==> src/rtl/irqsum_pkg.sv <==
`timescale 1ns/1ps
package irqsum_pkg;
  localparam int BYTE_W = 8;

  // number of byte registers needed to hold n_src request lines
  function automatic int regs_needed(input int n_src);
    return (n_src + BYTE_W - 1) / BYTE_W;
  endfunction

  // number of live bits in register `lane`
  function automatic int lane_width(input int n_src, input int lane);
    int rem;
    rem = n_src - lane * BYTE_W;
    if (rem >= BYTE_W) return BYTE_W;
    if (rem < 0) return 0;
    return rem;
  endfunction
endpackage

==> src/rtl/irqsum_decode.sv <==
`timescale 1ns/1ps
module irqsum_decode #(
  parameter int          ADDR_W    = 12,
  parameter int unsigned BASE_ADDR = 'h804,
  parameter int          NUM_REGS  = 3,
  parameter int          SEL_W     = 2
) (
  input  logic [ADDR_W-1:0]   addr,
  input  logic                cs,
  input  logic                rd,
  input  logic                wr,
  output logic                in_range,
  output logic [SEL_W-1:0]    sel,
  output logic                rd_strobe,
  output logic [NUM_REGS-1:0] wr_lane
);
  logic [ADDR_W:0] offset;

  always_comb begin
    offset   = {1'b0, addr} - (ADDR_W+1)'(BASE_ADDR);
    in_range = ({1'b0, addr} >= (ADDR_W+1)'(BASE_ADDR)) &&
               (offset < (ADDR_W+1)'(NUM_REGS));
    sel      = offset[SEL_W-1:0];
  end

  assign rd_strobe = cs & rd & in_range;

  for (genvar g = 0; g < NUM_REGS; g++) begin : g_lane
    assign wr_lane[g] = cs & wr & in_range & (sel == SEL_W'(g));
  end
endmodule

==> src/rtl/irqsum_mask_bank.sv <==
`timescale 1ns/1ps
module irqsum_mask_bank
  import irqsum_pkg::*;
#(
  parameter int NUM_SRC  = 19,
  parameter int NUM_REGS = 3
) (
  input  logic                clk,
  input  logic                rst_n,
  input  logic [NUM_REGS-1:0] wr_lane,
  input  logic [BYTE_W-1:0]   wdata,
  output logic [NUM_SRC-1:0]  mask_q
);
  for (genvar g = 0; g < NUM_REGS; g++) begin : g_byte
    localparam int LW = lane_width(NUM_SRC, g);
    logic [LW-1:0] lane_q;

    always_ff @(posedge clk or negedge rst_n) begin
      if (!rst_n)          lane_q <= '1;
      else if (wr_lane[g]) lane_q <= wdata[LW-1:0];
    end

    assign mask_q[g*BYTE_W +: LW] = lane_q;
  end
endmodule

==> src/rtl/irqsum_readmux.sv <==
`timescale 1ns/1ps
module irqsum_readmux
  import irqsum_pkg::*;
#(
  parameter int NUM_SRC  = 19,
  parameter int NUM_REGS = 3,
  parameter int SEL_W    = 2
) (
  input  logic [NUM_SRC-1:0] irq_req,
  input  logic [SEL_W-1:0]   sel,
  input  logic               rd_strobe,
  output logic [BYTE_W-1:0]  rdata
);
  localparam int PAD_W = NUM_REGS * BYTE_W;
  logic [PAD_W-1:0] raw_pad;

  assign raw_pad = PAD_W'(irq_req);

  always_comb begin
    rdata = '0;
    if (rd_strobe) begin
      for (int k = 0; k < NUM_REGS; k++) begin
        if (sel == SEL_W'(k)) rdata = raw_pad[k*BYTE_W +: BYTE_W];
      end
    end
  end
endmodule

==> src/rtl/irqsum_combine.sv <==
`timescale 1ns/1ps
module irqsum_combine #(
  parameter int NUM_SRC = 19
) (
  input  logic               clk,
  input  logic               rst_n,
  input  logic [NUM_SRC-1:0] irq_req,
  input  logic [NUM_SRC-1:0] mask_q,
  output logic               pend_any,
  output logic               irq_out
);
  function automatic logic any_enabled(input logic [NUM_SRC-1:0] req,
                                       input logic [NUM_SRC-1:0] msk);
    return |(req & ~msk);
  endfunction

  assign pend_any = any_enabled(irq_req, mask_q);

  always_ff @(posedge clk or negedge rst_n) begin
    if (!rst_n) irq_out <= 1'b0;
    else        irq_out <= pend_any;
  end
endmodule

==> src/rtl/irq_summary_mask.sv <==
`timescale 1ns/1ps
module irq_summary_mask
  import irqsum_pkg::*;
#(
  parameter int          ADDR_W    = 12,
  parameter int unsigned BASE_ADDR = 'h804,
  parameter int          NUM_SRC   = 19
) (
  input  logic              clk,
  input  logic              rst_n,
  input  logic [ADDR_W-1:0] bus_addr,
  input  logic [7:0]        bus_wdata,
  output logic [7:0]        bus_rdata,
  input  logic              bus_cs,
  input  logic              bus_rd,
  input  logic              bus_wr,
  input  logic [NUM_SRC-1:0] irq_req,
  output logic              irq_out
);
  localparam int NUM_REGS = regs_needed(NUM_SRC);
  localparam int SEL_W    = (NUM_REGS > 1) ? $clog2(NUM_REGS) : 1;

  logic                in_range;
  logic [SEL_W-1:0]    sel;
  logic                rd_strobe;
  logic [NUM_REGS-1:0] wr_lane;
  logic [NUM_SRC-1:0]  mask_q;
  logic                any_wr;
  logic                pend_any;

  irqsum_decode #(
    .ADDR_W(ADDR_W), .BASE_ADDR(BASE_ADDR), .NUM_REGS(NUM_REGS), .SEL_W(SEL_W)
  ) u_decode (
    .addr(bus_addr), .cs(bus_cs), .rd(bus_rd), .wr(bus_wr),
    .in_range(in_range), .sel(sel), .rd_strobe(rd_strobe), .wr_lane(wr_lane)
  );

  irqsum_mask_bank #(.NUM_SRC(NUM_SRC), .NUM_REGS(NUM_REGS)) u_mask (
    .clk(clk), .rst_n(rst_n), .wr_lane(wr_lane), .wdata(bus_wdata), .mask_q(mask_q)
  );

  irqsum_readmux #(.NUM_SRC(NUM_SRC), .NUM_REGS(NUM_REGS), .SEL_W(SEL_W)) u_rmux (
    .irq_req(irq_req), .sel(sel), .rd_strobe(rd_strobe), .rdata(bus_rdata)
  );

  irqsum_combine #(.NUM_SRC(NUM_SRC)) u_comb (
    .clk(clk), .rst_n(rst_n), .irq_req(irq_req), .mask_q(mask_q),
    .pend_any(pend_any), .irq_out(irq_out)
  );

  assign any_wr = |wr_lane;
endmodule

==> config.mk <==
export PLATFORM = sky130hd
export DESIGN_NAME = irq_summary_mask
export DESIGN_NICKNAME = d
export VERILOG_FILES = /design/src/rtl/irqsum_pkg.sv /design/src/rtl/irqsum_decode.sv /design/src/rtl/irqsum_mask_bank.sv /design/src/rtl/irqsum_readmux.sv /design/src/rtl/irqsum_combine.sv /design/src/rtl/irq_summary_mask.sv
export SDC_FILE = /design/constraint.sdc
export NUM_CORES = 1
export LEC_CHECK = 0
export ABC_CLOCK_PERIOD_IN_PS = 1200
export CORE_MARGIN = 2
export CORE_UTILIZATION = 30
export DETAILED_ROUTE_END_ITERATION = 12
export GPL_TIMING_DRIVEN = 0
export HOLD_SLACK_MARGIN = 0.12
export PLACE_DENSITY_LB_ADDON = 0.25
export SYNTH_ARGS = -nofsm -noshare
export SYNTH_HDL_FRONTEND = slang
export SYNTH_SLANG_ARGS = --single-unit
==> constraint.sdc <==
create_clock -name clk -period 1.2 [get_ports clk]
set_input_delay 0.12 -clock clk [delete_from_list [all_inputs] [get_ports clk]]
set_output_delay 0.12 -clock clk [all_outputs]
set_load 0.01 [all_outputs]
# --- Word-level counts from Yosys, hierarchy flattened ---
# Index checks and enable logic that the tools add are counted.
word_totals:
  register_bits: 20
  input_bits: 44
  out_inout_bits: 9
  elab_cells: 25
classes:
  addsub: 1
  n_lt_le_gt_ge: 2
  n_eq_ne: 2
  n_mux: 4
  bitwise: 9
  n_reduce_logical: 3
op_table:
  columns: ["op", "count"]
  rows:
  - ["$mux 8", 4]
  - ["$and 19x19->19", 1]
  - ["$not 19->19", 1]
  - ["$reduce_or 19->1", 1]
  - ["$lt 13x2->1 const B", 1]
  - ["$sub 12x12->13 const B", 1]
  - ["$ge 12x12->1 const B", 1]
  - ["$and 1x1->1", 7]
  - ["$eq 2x1->1 const B", 1]
  - ["$eq 2x2->1 const B", 1]
  - ["$logic_not 2->1", 1]
  - ["$logic_and 1x1->1", 1]

# --- Longest topological paths before layout ---
# Gate-level depths: netlist of run 1.
depth:
  word_depth: 6
  mapped_depth: 6
  mapped_depth_nobuf: 6

# --- Cells and area by module ---
# From an unflattened synthesis of run 1, not the netlist that was laid out.
hier_totals:
  cells_unflattened: 120
  area_unflattened_um2: 1333.8
by_module_without_submodules:
  columns: ["module", "n_inst", "cells_per_inst", "area_per_inst_um2", "seq_area_each_um2"]
  rows:
  - ["irqsum_mask_bank", 1, 40, 795.8, 499.2]
  - ["irqsum_decode", 1, 26, 186.4, 0.0]
  - ["irqsum_combine", 1, 30, 178.9, 25.0]
  - ["irqsum_readmux", 1, 24, 172.7, 0.0]

# --- Least setup slack after synthesis of run 1 ---
# OpenSTA, ideal clock, no wires.
synth_path:
  kind: "input -> register"
  from: "input port bus_addr[2]"
  to: "register u_mask.g_byte[0].lane_q[0]"
  setup_ps: 82
  arrival_ps: 1570
  t_required_ps: 1118
  setup_slack_ps: -452
  cell_stages: 6
  path_buffers: 0
  cell_sequence: "inv_1 ha_1 and2_0 nand4_2 nor4b_4 mux2_2"
synth_via:
  elab_chain_cells: 5
  word_cells_on_any_way: 6
  cone_classes: "add/sub: 1; order compare: 2; bitwise: 2; reduce/logical: 1"
synth_lines:
  columns: ["element", "line", "rtl"]
  rows:
  - ["from (decl)", "irq_summary_mask.sv:11", "input logic [ADDR_W-1:0] bus_addr,"]
  - ["$sub 12x12->13", "irqsum_decode.sv:20", "offset = {1'b0, addr} - (ADDR_W+1)'(BASE_ADDR);"]
  - ["$lt 13x2->1", "irqsum_decode.sv:22", "(offset < (ADDR_W+1)'(NUM_REGS));"]
  - ["$logic_and 1x1->1 (*)", "irqsum_decode.sv:21", "in_range = ({1'b0, addr} >= (ADDR_W+1)'(BASE_ADDR)) &&"]
  - ["$and 1x1->1 (*) (2 in a row)", "irqsum_decode.sv:29", "assign wr_lane[g] = cs & wr & in_range & (sel == SEL_W'(g));"]
  - ["to (signal assigned)", "irqsum_mask_bank.sv:20", "else if (wr_lane[g]) lane_q <= wdata[LW-1:0];"]
  - ["to (decl)", "irqsum_mask_bank.sv:16", "logic [LW-1:0] lane_q;"]
# Mark *: on every way between the ends. The rest lies on a longest branch, timed or not.
# A chain may end at the register's enable or synchronous reset.

# --- Worst setup path in the final report of run 1 ---
layout_path:
  from: "input port bus_addr[3]"
  to: "output port bus_rdata[5]"
layout_via:
  elab_chain_cells: 5
  word_cells_on_any_way: 6
  cone_classes: "add/sub: 1; order compare: 2; mux: 1; bitwise: 1; reduce/logical: 1"
layout_lines:
  columns: ["element", "line", "rtl"]
  rows:
  - ["$sub 12x12->13", "irqsum_decode.sv:20", null]
  - ["$lt 13x2->1", "irqsum_decode.sv:22", null]
  - ["$logic_and 1x1->1 (*)", "irqsum_decode.sv:21", null]
  - ["$and 1x1->1 (*)", "irqsum_decode.sv:26", "assign rd_strobe = cs & rd & in_range;"]
  - ["$mux 8 (*)", "irqsum_readmux.sv:21", "if (rd_strobe) begin"]
  - ["to (decl)", "irq_summary_mask.sv:13", "output logic [7:0] bus_rdata,"]
# Marks and branches as above.

==> results.py, run 1 <==
metrics = {
    "outcome": {
        "status": "complete, but fails checks",
        "violations": "negative setup slack",
    },
    "route": {
        "detail-route-antenna-nets": 0,
        "vias_per_cell": 4.867,
        "vias": 1100,
        "wl_per_cell_um": 15.76,
        "drtIter0Drc": 22,
        "finalWirelength_mm": 3.561,
        "dr.pass1.iters": 4,
        "drc": 0,
    },
    "clocking": {
        "clkTransAtPathRegs_ns": 0.07,
        "cts_max_level": 1,
        "cts_buffers": 3,
        "cts.sinks": 20,
        "hold_buffers": 0,
        "cts_tree": "yes",
        "clock_path_buffers": 2,
        "cts_root_buf": "clkbuf_8",
        "insertion_delay_ns": 0.26,
    },
    "worst_hold_path": {
        "hold_class": "input pin to register",
    },
    "logic_synthesis": {
        "async_flop_share_pct": 100.0,
        "synth-simple-area-share_pct": 20.72,
        "synth_edf_count": 0,
        "syn_nets": 159,
        "ys_ff_latch": 20,
        "synth_cell_types": 27,
        "muxShareOfSynthArea_pct": 21.96,
        "synth-main-ff-cell": "dfstp_2",
        "synth_cells": 114,
        "yosysWarnings": 0,
        "synth_top_family_by_area": "multiplexers",
        "synth-compound-area-share_pct": 6.804,
        "synthXorXnorAreaFrac_pct": 0.7216,
        "synth-seq-area-share_pct": 43.20,
        "synth_area_sq_um": 1214,
        "synthAdderAreaFrac_pct": 1.031,
        "syn_avg_cell_area_sq_um": 10.65,
    },
    "cells_and_area": {
        "nets": 222,
        "drive_above_1_share_pct": 52.27,
        "fin_cells": 226,
        "syn2layout_area_growth_pct": 74.02,
        "diodes": 0,
        "stdcell_area_sq_um": 2112,
    },
    "die": {
        "dieHeight_um": 67.61,
        "dieWidth_um": 67.61,
        "num_rows": 23,
        "initial_utilization_pct": 30.78,
        "die-area_sq_um": 4570,
        "pin_count": 53,
        "core_area_sq_um": 3943,
    },
    "pwr": {
        "seqPwrFrac_pct": 45.3,
        "ir_worst_vdd_mv": 0.6240,
        "power_density_nw_per_um2": 711.4,
        "p_switching_uw": 354.5,
        "p_leak_uw": 0.0008934,
        "power_frac_comb_pct": 20.4,
        "pwr-share-clk_pct": 34.3,
        "netSwitchingFraction_pct": 23.59,
        "power_uw": 1503,
        "intPower_uw": 1148,
    },
    "critical_path": {
        "required_ns": 1.08,
        "cp.arrival_ns": 1.37,
        "critical_path_class": "input pin to output pin",
        "end_kind": "output pin",
        "path_max_fanout": 5,
        "critPathLaunchType": "input pin",
    },
    "timing": {
        "timing.hold.ws_ns": 0.3167,
        "fin_ws_ns": -0.2879,
        "worst_pin_slew_ns": 0.8995,
        "fin_worst_skew_ns": 0.005019,
        "rsz0062_at_grt": "yes",
        "setup-tns-final_ns": -5.170,
        "hold_viol_final": 0,
        "fin_crit_sh_pct": 124.0,
        "fmax_mhz": 672.1,
        "final-setup-viol-count": 28,
        "maxSlewViolCount": 0,
        "finalCriticalPeriod_ns": 1.488,
        "relSlewSlack_pct": 39.85,
    },
    "global_route": {
        "first_global_vias": 1184,
        "grt_pass1_wl_mm": 5.678,
        "antenna_found_initial": 0,
        "gr-total-overflow": 0,
        "grt_usage_pct": 16.99,
        "grt_max_degree": 21,
    },
    "placement": {
        "portBuffers": 50,
        "placed_area_sq_um": 1833,
        "placed_cells": 214,
        "dp_hpwl_mm": 2.639,
        "place_congestion": 0.7466,
    },
    "flow_run": {
        "drv_cap": 0,
    },
}
-- worst paths after layout --
| path | start | endpoint | slack, ns | cells after the start |
|---|---|---|---|---|
| max in group asynchronous | rst_n | u_comb.irq_out | 0.28 | 1 |
| worst min register to register | u_mask.g_byte[2].lane_q[1] | u_comb.irq_out | 0.59 | 3 |
| worst max-delay path | bus_addr[3] | bus_rdata[5] | -0.29 | 9 |
| worst max register to register | u_mask.g_byte[0].lane_q[4] | u_comb.irq_out | -0.03 | 4 |
| min in group asynchronous | rst_n | u_comb.irq_out | 0.37 | 1 |
| worst min-delay path | irq_req[16] | u_comb.irq_out | 0.32 | 5 |
-- cells in the final DEF (no fill, tap or decap), types with 3 or more instances in the layout --
cell type	count
a21oi_1	3
and3_4	5
buf_2	6
buf_4	3
buf_6	13
clkbuf_2	3
clkbuf_8	4
clkdlybuf4s50_1	27
dfstp_2	19
dlygate4sd2_1	3
inv_1	13
mux2_4	19
mux2i_1	3
nand2_1	6
nand2b_1	6
nor2_1	3
nor3_2	3
nor4b_4	3
o21ai_0	3
o22ai_1	4
-- layer usage --
layer | up-vias | track usage, % | part of all wire [%]
met5 | - | 0 | 0
met4 | 0 | 6.633 | 2.0
met3 | 7 | 2.667 | 6.1
met2 | 38 | 29.29 | 47
met1 | 533 | 21.07 | 45
li1 | 522 | - | -
-- Yosys cell counts, drive strengths merged (2+ instances only) --
cell type / count / share of area (%)
mux2: 21 / 19
nand2: 6 / 1.9
nand2b: 6 / 3.1
and3: 5 / 2.6
inv: 15 / 4.6
dfstp: 19 / 41
nor2: 5 / 1.5
o2111ai: 2 / 1.4
mux2i: 3 / 2.5
clkbuf: 3 / 0.93
a21oi: 3 / 1.2
o22ai: 4 / 2.1
nand4: 2 / 1.5
nor3: 6 / 2.9
o21ai: 3 / 1.2
nor4b: 3 / 5.2
-- layout make-up --
class	instances	area, sq um
plain buffers	3	15.01
multi-input cells	76	805.8
repair buffers	58	580.6
flip-flops and latches	20	524.3
well taps	50	62.56
inverters	15	68.82
clock buffers	4	55.05
fillers	339	1831
-- critical path: stages --
cell and delay (ns):
buf_8 0.08, inv_8 0.03, ha_4 0.16, xnor2_4 0.20, nand4_1 0.13, buf_6 0.16
nor2_4 0.17, and3_4 0.22, buf_6 0.09
-- cells by family after synthesis --
kind of cell               after synthesis
and+or+nand+nor                         37
DFF                                     20
buffers and inverters                   18
xor gates and xnor gates                 1
adders and majority gates                1
AOI/OAI and AO/OA                       13
muxes                                   24
-- state kept, by name (all words and copies together), names as in the netlist --
name	flops
u_comb.irq_out	1
u_mask.g_byte.lane_q	19
-- power by group through the flow --
stage	Clock, uW	Sequential, uW	Combinational [uW]
finish	515	681	306
global route	554	681	330
CTS	518	681	303
detailed placement	0	691	288
global placement	0	691	282
floorplan	0	691	96.0
-- stage by stage --
step                      utilization, %  setup WS [ns]
after detailed placement           46.49         -1.366
after global placement             46.49         -1.354
final                              53.57        -0.2879
after floorplan                        -        -0.3860
after global routing               53.57        -0.3341
after CTS                          52.84        -0.2947
-- repair_timing --
action / in CTS / in global routing
cloned: 0 / 0
buffers inserted: 7 / 2
resized for setup: 120 / 12
pin swaps: 17 / 9
setup endpoints to repair: 29 / 28
Note: power is estimated with default switching activity, not from simulation.
==> run 2, diff against run 1 <==
SLEW_MARGIN = 20   (was default)
==> results of run 2 <==
Final layout, timing and power as in run 1 (identical DEF).
